### src/rtl/lpsc_pkg.sv
package lpsc_pkg;

    typedef enum logic [1:0] {SEQ_CAP, SEQ_LDN, SEQ_JAB} seq_e;
    typedef enum logic [1:0] {IV_BAD, IV_SHORT, IV_MID, IV_LONG} ivl_e;
    typedef enum logic [1:0] {MS_IDLE, MS_S, MS_SM, MS_SL} mst_e;
    typedef enum logic [1:0] {RS_NONE, RS_LDN, RS_JAB, RS_CAP} rstat_e;

    // Jabber wins over link-down, link-down over plain capability.
    function automatic seq_e pick_seq(input logic jab, input logic ldn);
        if (jab)      return SEQ_JAB;
        else if (ldn) return SEQ_LDN;
        else          return SEQ_CAP;
    endfunction

    function automatic logic [1:0] seq_last(input seq_e s);
        return (s == SEQ_CAP) ? 2'd1 : 2'd2;
    endfunction

    // Interval class for position idx of pattern s.
    function automatic ivl_e seq_step(input seq_e s, input logic [1:0] idx);
        case (idx)
            2'd0:    return IV_SHORT;
            2'd1:    return (s == SEQ_LDN) ? IV_MID : IV_LONG;
            default: return (s == SEQ_LDN) ? IV_LONG : IV_MID;
        endcase
    endfunction

    function automatic ivl_e classify(input int g, input int s, input int m,
                                      input int l, input int tol);
        if (g >= s - tol && g <= s + tol)      return IV_SHORT;
        else if (g >= m - tol && g <= m + tol) return IV_MID;
        else if (g >= l - tol && g <= l + tol) return IV_LONG;
        else                                   return IV_BAD;
    endfunction

endpackage

### src/rtl/lpsc_tx_sched.sv
module lpsc_tx_sched
    import lpsc_pkg::*;
#(
    parameter int T_SHORT = 10,
    parameter int T_MID   = 15,
    parameter int T_LONG  = 20
) (
    input  logic clk,
    input  logic rst,
    input  logic tick,
    input  logic loc_jab,
    input  logic loc_ldn,
    output logic pulse_out
);
    localparam int CW = $clog2(T_LONG + 1);
    localparam logic [CW:0] LIM_S = (CW+1)'(T_SHORT);
    localparam logic [CW:0] LIM_M = (CW+1)'(T_MID);
    localparam logic [CW:0] LIM_L = (CW+1)'(T_LONG);

    logic [CW-1:0] cnt;
    logic [1:0]    idx;
    seq_e          cur, seq_eff;
    logic          at_start, hit;
    logic [CW:0]   target;

    always_comb begin
        at_start = (idx == 2'd0) && (cnt == '0);
        seq_eff  = at_start ? pick_seq(loc_jab, loc_ldn) : cur;
        case (seq_step(seq_eff, idx))
            IV_MID:  target = LIM_M;
            IV_LONG: target = LIM_L;
            default: target = LIM_S;
        endcase
        hit = (({1'b0, cnt} + (CW+1)'(1)) == target);
    end

    always_ff @(posedge clk) begin
        if (rst) begin
            cnt       <= '0;
            idx       <= 2'd0;
            cur       <= SEQ_CAP;
            pulse_out <= 1'b0;
        end else begin
            pulse_out <= 1'b0;
            if (tick) begin
                if (at_start) cur <= seq_eff;
                if (hit) begin
                    pulse_out <= 1'b1;
                    cnt       <= '0;
                    idx       <= (idx == seq_last(seq_eff)) ? 2'd0 : idx + 2'd1;
                end else begin
                    cnt <= cnt + CW'(1);
                end
            end
        end
    end
endmodule

### src/rtl/lpsc_rx_gap.sv
module lpsc_rx_gap
    import lpsc_pkg::*;
#(
    parameter int T_SHORT    = 10,
    parameter int T_MID      = 15,
    parameter int T_LONG     = 20,
    parameter int TOL        = 2,
    parameter int TIMEOUT_MS = 100
) (
    input  logic clk,
    input  logic rst,
    input  logic tick,
    input  logic pulse_in,
    output ivl_e cls,
    output logic expire
);
    localparam int GW = $clog2(TIMEOUT_MS + 1);
    localparam logic [GW-1:0] GMAX = GW'(TIMEOUT_MS);

    logic [GW-1:0] gap;

    always_comb begin
        cls    = classify(int'(gap), T_SHORT, T_MID, T_LONG, TOL);
        expire = tick && !pulse_in && (gap == GMAX - GW'(1));
    end

    always_ff @(posedge clk) begin
        if (rst)                         gap <= '0;
        else if (pulse_in)               gap <= '0;
        else if (tick && gap < GMAX)     gap <= gap + GW'(1);
    end
endmodule

### src/rtl/lpsc_seq_match.sv
module lpsc_seq_match
    import lpsc_pkg::*;
(
    input  logic clk,
    input  logic rst,
    input  logic pulse_in,
    input  ivl_e cls,
    input  logic expire,
    output logic rem_ldn,
    output logic rem_jab,
    output logic rem_cap
);
    mst_e   st, st_nx;
    rstat_e stat, stat_nx;

    always_comb begin
        st_nx   = st;
        stat_nx = stat;
        if (pulse_in) begin
            case (cls)
                IV_SHORT: begin
                    if (st == MS_SL) stat_nx = RS_CAP;
                    st_nx = MS_S;
                end
                IV_MID: begin
                    if (st == MS_S) st_nx = MS_SM;
                    else begin
                        if (st == MS_SL) stat_nx = RS_JAB;
                        st_nx = MS_IDLE;
                    end
                end
                IV_LONG: begin
                    if (st == MS_S) st_nx = MS_SL;
                    else begin
                        if (st == MS_SM) stat_nx = RS_LDN;
                        st_nx = MS_IDLE;
                    end
                end
                default: st_nx = MS_IDLE;
            endcase
        end else if (expire) begin
            st_nx   = MS_IDLE;
            stat_nx = RS_NONE;
        end
    end

    always_ff @(posedge clk) begin
        if (rst) begin
            st   <= MS_IDLE;
            stat <= RS_NONE;
        end else begin
            st   <= st_nx;
            stat <= stat_nx;
        end
    end

    assign rem_ldn = (stat == RS_LDN);
    assign rem_jab = (stat == RS_JAB);
    assign rem_cap = (stat == RS_CAP);
endmodule

### src/rtl/lpsc_codec.sv
module lpsc_codec
    import lpsc_pkg::*;
#(
    parameter int T_SHORT    = 10,
    parameter int T_MID      = 15,
    parameter int T_LONG     = 20,
    parameter int TOL        = 2,
    parameter int TIMEOUT_MS = 100
) (
    input  logic clk,
    input  logic rst,
    input  logic tick_1ms,
    input  logic loc_jabber,
    input  logic loc_link_down,
    input  logic pulse_in,
    output logic pulse_out,
    output logic rem_link_down,
    output logic rem_jabber,
    output logic rem_compat
);
    ivl_e rx_cls;
    logic rx_expire;

    lpsc_tx_sched #(.T_SHORT(T_SHORT), .T_MID(T_MID), .T_LONG(T_LONG)) u_tx (
        .clk(clk), .rst(rst), .tick(tick_1ms),
        .loc_jab(loc_jabber), .loc_ldn(loc_link_down),
        .pulse_out(pulse_out)
    );

    lpsc_rx_gap #(.T_SHORT(T_SHORT), .T_MID(T_MID), .T_LONG(T_LONG),
                  .TOL(TOL), .TIMEOUT_MS(TIMEOUT_MS)) u_gap (
        .clk(clk), .rst(rst), .tick(tick_1ms), .pulse_in(pulse_in),
        .cls(rx_cls), .expire(rx_expire)
    );

    lpsc_seq_match u_match (
        .clk(clk), .rst(rst), .pulse_in(pulse_in),
        .cls(rx_cls), .expire(rx_expire),
        .rem_ldn(rem_link_down), .rem_jab(rem_jabber), .rem_cap(rem_compat)
    );
endmodule

### config.mk
export PLATFORM = sky130hd
export DESIGN_NAME = lpsc_codec
export DESIGN_NICKNAME = d
export VERILOG_FILES = /design/src/rtl/lpsc_pkg.sv /design/src/rtl/lpsc_tx_sched.sv /design/src/rtl/lpsc_rx_gap.sv /design/src/rtl/lpsc_seq_match.sv /design/src/rtl/lpsc_codec.sv
export SDC_FILE = /design/constraint.sdc
export NUM_CORES = 1
export LEC_CHECK = 0
export BUFFER_PORTS_ARGS = -buffer_cell sky130_fd_sc_hd__buf_2
export CAP_MARGIN = 0
export CORE_UTILIZATION = 58
export DETAILED_ROUTE_END_ITERATION = 10
export MAX_ROUTING_LAYER = met4
export PLACE_DENSITY = 0.77
export SETUP_SLACK_MARGIN = 0.1
export SLEW_MARGIN = 20
export SYNTH_ARGS = -nofsm -noshare
export SYNTH_HDL_FRONTEND = slang
export SYNTH_SLANG_ARGS = --single-unit
### constraint.sdc
create_clock -name clk -period 2.4 [get_ports clk]
set_input_delay 0.12 -clock clk [delete_from_list [all_inputs] [get_ports clk]]
set_output_delay 0.12 -clock clk [all_outputs]
set_load 0.005 [all_outputs]
==> impl_summary.md <==
Critical path
The register-to-register path setup slack is 0.35 ns. The reg-to-reg critical path endpoint is u_tx.cnt[3]$_SDFFE_PP0P_. In this run the worst setup path begins at u_tx.cnt[0]$_SDFFE_PP0P_. The worst path arrival time is 2.22 ns. The worst setup path is captured at a flip-flop. The critical path data required time is 2.56 ns. The critical path is of the flip-flop to flip-flop type. In this run the critical register-to-register path is launched from u_tx.cnt[0]$_SDFFE_PP0P_. Counting cells, the worst reg-to-reg path comes to 7. STA classifies the critical path startpoint as a flip-flop. The end of the critical path is u_tx.cnt[3]$_SDFFE_PP0P_.

Along the worst path, the maximum fanout reaches 6.

Placement
At the end of routability-driven placement, the weighted congestion stood at 0.863. Detailed placement ended at an HPWL of 2.00 mm. During placement, the flow inserted port buffers numbering 9.

The number of instances in the placed design is 194.

STA
The pin slew with the least headroom to its limit is 0.391 ns. The remaining max-slew budget at the tightest pin is 73.3%. Setup repair after global routing left no endpoint under its margin.

The period utilization is 85.5%. The routed design could run at a clock period as short as 2.05 ns. The number of pins exceeding their max-slew limit in the final report is 0. The highest clock rate is 0.487 GHz. Setup violations remaining at the end of the flow were counted as 0. The setup clock skew after layout is 0.000812 ns. The final setup TNS is 0 ns. The final-report hold violation count came to 0.

Clocking
The CTS tree is yes. The buffer count from post-CTS setup fixing is 0. Clock-pin slew was measured on the worst setup and hold paths at 0.11 ns.

The TritonCTS buffer count is 3. The number of instances resized during post-cts repair is 0. The count of clock tree sinks is 21. After clock tree synthesis, the flow added hold-fix buffers numbering 0.

The tree is rooted in a sky130_fd_sc_hd__clkbuf_4. The worst-skew pair later-pin latency is 0.29 ns. CTS built an H-tree with a depth of 1. Counting along the longest clock path gives a buffer depth of 2.

Synthesis
The cell area that synthesis handed to floorplanning was 0.00132 mm^2. The synthesized net count is 175. The synthesized area divided by synthesized cell count is 8.18 um^2.

The fraction of registers with async set or reset after synthesis is 0%. In the synthesized netlist the dominant register cell turns out to be sky130_fd_sc_hd__dfxtp_1. The count of unique library cells instantiated by Yosys is 44. In this run, synthesis inferred 0 flip-flops with an integrated enable. The Yosys step of the flow raised 0 warnings.

Synthesis handed over a netlist of 161 instances. The synthesized design contains 21 register bits. The register area share after synthesis is 31.9%.

Global routing
The via count of the first global-routing pass is 1025. The first global-routing pass estimated 4.42 mm of wire. The number of antenna violations at the first check in global routing is 0. Global routing consumed, over all layers together, 23.7% of the routing resources. Entering global routing, the biggest net connects 18 pins. For this run the aggregate overflow at the end of global routing stands at 0.

Die
The die height is 49.6 um. After floorplanning, the core was divided into 16 placement rows. The count of pins on the block boundary is 10. The area of the core region is 0.00204 mm^2. The initial standard-cell utilization of the core is 64.5%. The die boundary width is 49.6 um. The floorplan step defined a die boundary enclosing 0.00246 mm^2.

Finish
From synthesis to final layout, the design area changed by 7.13%. The post-route netlist has 13.5% of its cells at a drive strength greater than 1. The number of standard cells in the final layout excluding fillers is 198. 0 antenna diodes ended up in the layout. The net total in the final layout is 186.

Status
The flow ran to the end, and the final reports show no timing, DRC or antenna violations.

Drt
The detailed router finished its first iteration with 24 violations. The total iterations of the first detailed-routing run is 4. After detailed routing, the number of remaining DRC violations is 0. In the routed layout, each cell is associated on average with a via count of 6.05. The via count of the routed design is 1198. After detailed routing, the average wire length per cell comes to 12.9 um. The count of nets left with antenna violations once routing finished came out at 0. The final layout contains routed wiring with a total length of 2.55 mm.

Power
The leakage power summed over all cells is 0.516 nW. The areal power density over the cells is 433 mW/mm^2. The peak supply drop is 0.322 mV. Power comes to 0.611 mW.

Hold path
The type of the worst min-delay path is input pin to flip-flop.

Flow run
The max-capacitance violation count is 0.
-- worst min path at each step --
stage	start	endpoint	slack, ns	depth (start not counted)
after global placement	loc_jabber	u_tx.cur[1]$_SDFFE_PP0P_	0.39	3
after floorplan	rst	u_tx.cnt[3]$_SDFFE_PP0P_	0.20	1
final	loc_jabber	u_tx.cur[1]$_SDFFE_PP0P_	0.10	3
after detailed placement	loc_jabber	u_tx.cur[1]$_SDFFE_PP0P_	0.41	3
after global routing	loc_jabber	u_tx.cur[1]$_SDFFE_PP0P_	0.11	3
after CTS	loc_jabber	u_tx.cur[1]$_SDFFE_PP0P_	0.1	3
-- per-layer routing --
layer	share of wire [%]	routed length, um	track usage, %	up-vias
li1	-	-	-	600
met1	45	1150	29.0	574
met2	52	1310	39.0	22
met3	2.6	65	4.01	2
met4	0.47	12	8.10	0
met5	0	0	-	-
-- synth_stat cells, drive strengths merged, types with 3 or more instances --
cell type | number | share of area (%)
xor2 | 5 | 3.3
o21ai | 9 | 3.4
dfxtp | 21 | 32
xnor2 | 5 | 3.3
o2111ai | 3 | 2.0
nand2b | 4 | 1.9
a21oi | 12 | 4.8
nor3 | 7 | 3.0
nor2b | 5 | 2.4
inv | 9 | 2.6
nor2 | 17 | 4.8
nand2 | 12 | 3.4
ha | 8 | 7.6
nand3 | 5 | 1.9
nand4 | 6 | 2.9
-- layout by cell type, fill, tap and decap left out, types with 3 or more instances in the layout --
cell / instances
sky130_fd_sc_hd__dfxtp_1: 21
sky130_fd_sc_hd__nor2_1: 17
sky130_fd_sc_hd__nand2_1: 12
sky130_fd_sc_hd__a21oi_1: 11
sky130_fd_sc_hd__inv_1: 9
sky130_fd_sc_hd__o21ai_0: 9
sky130_fd_sc_hd__buf_2: 9
sky130_fd_sc_hd__ha_1: 8
sky130_fd_sc_hd__nand4_1: 6
sky130_fd_sc_hd__nor3_1: 6
sky130_fd_sc_hd__nor2b_1: 5
sky130_fd_sc_hd__nand3_1: 5
sky130_fd_sc_hd__xnor2_1: 5
sky130_fd_sc_hd__xor2_1: 5
sky130_fd_sc_hd__nand2b_1: 4
sky130_fd_sc_hd__o2111ai_1: 3
sky130_fd_sc_hd__clkbuf_4: 3
-- layout make-up --
cell class	instances	area (um^2)
multi-input cells	128	851
clock buffers	4	26.3
well taps	27	33.8
repair buffers	9	45.0
fillers	180	632
flip-flops and latches	21	420
inverters	9	33.8
-- critical path, stage by stage (launching register included) --
cell and delay (ns):
sky130_fd_sc_hd__dfxtp_1 0.44, sky130_fd_sc_hd__ha_1 0.25, sky130_fd_sc_hd__nand3_1 0.11, sky130_fd_sc_hd__xnor2_1 0.20, sky130_fd_sc_hd__o2111ai_1 0.17, sky130_fd_sc_hd__o31a_2 0.25
sky130_fd_sc_hd__nor2_1 0.08, sky130_fd_sc_hd__a2111oi_0 0.41
-- power breakdown --
group	internal (mW)	switching [mW]	total, mW
sequential	0.357	0.0105	0.367
clock	0.0645	0.0967	0.161
combinational	0.0346	0.0477	0.0823
-- sequential cells by signal, summed over array words and instances (netlist names) --
name	count
u_gap.gap	7
u_match.st	2
u_match.stat	2
u_tx.cnt	5
u_tx.cur	2
u_tx.idx	2
u_tx.pulse_out	1
-- per-stage QoR --
| stage | hold slack, ns | utilization, % | instance area [um^2] | worst slack (ns) |
|---|---|---|---|---|
| after floorplan | 0.203 | - | 1320 | 0.621 |
| after global placement | 0.385 | 67.8 | 1380 | 0.517 |
| after detailed placement | 0.406 | 67.8 | 1380 | 0.386 |
| after CTS | 0.0957 | 69.1 | 1410 | 0.367 |
| after global routing | 0.109 | 69.1 | 1410 | 0.181 |
| final | 0.101 | 69.1 | 1410 | 0.347 |
-- kinds of logic (layout without fill, tap and decap cells) --
logic type / after synthesis / after routing / synth area share [%]
muxes: 2 / 2 / 1.90
xor gates and xnor gates: 10 / 10 / 6.65
DFF: 21 / 21 / 31.9
AOI/OAI and AO/OA: 42 / 42 / 22.7
buffers and inverters: 12 / 22 / 3.42
and+or+nand+nor: 66 / 66 / 25.8
adders and majority gates: 8 / 8 / 7.60
Note: power is estimated with default switching activity, not from simulation.
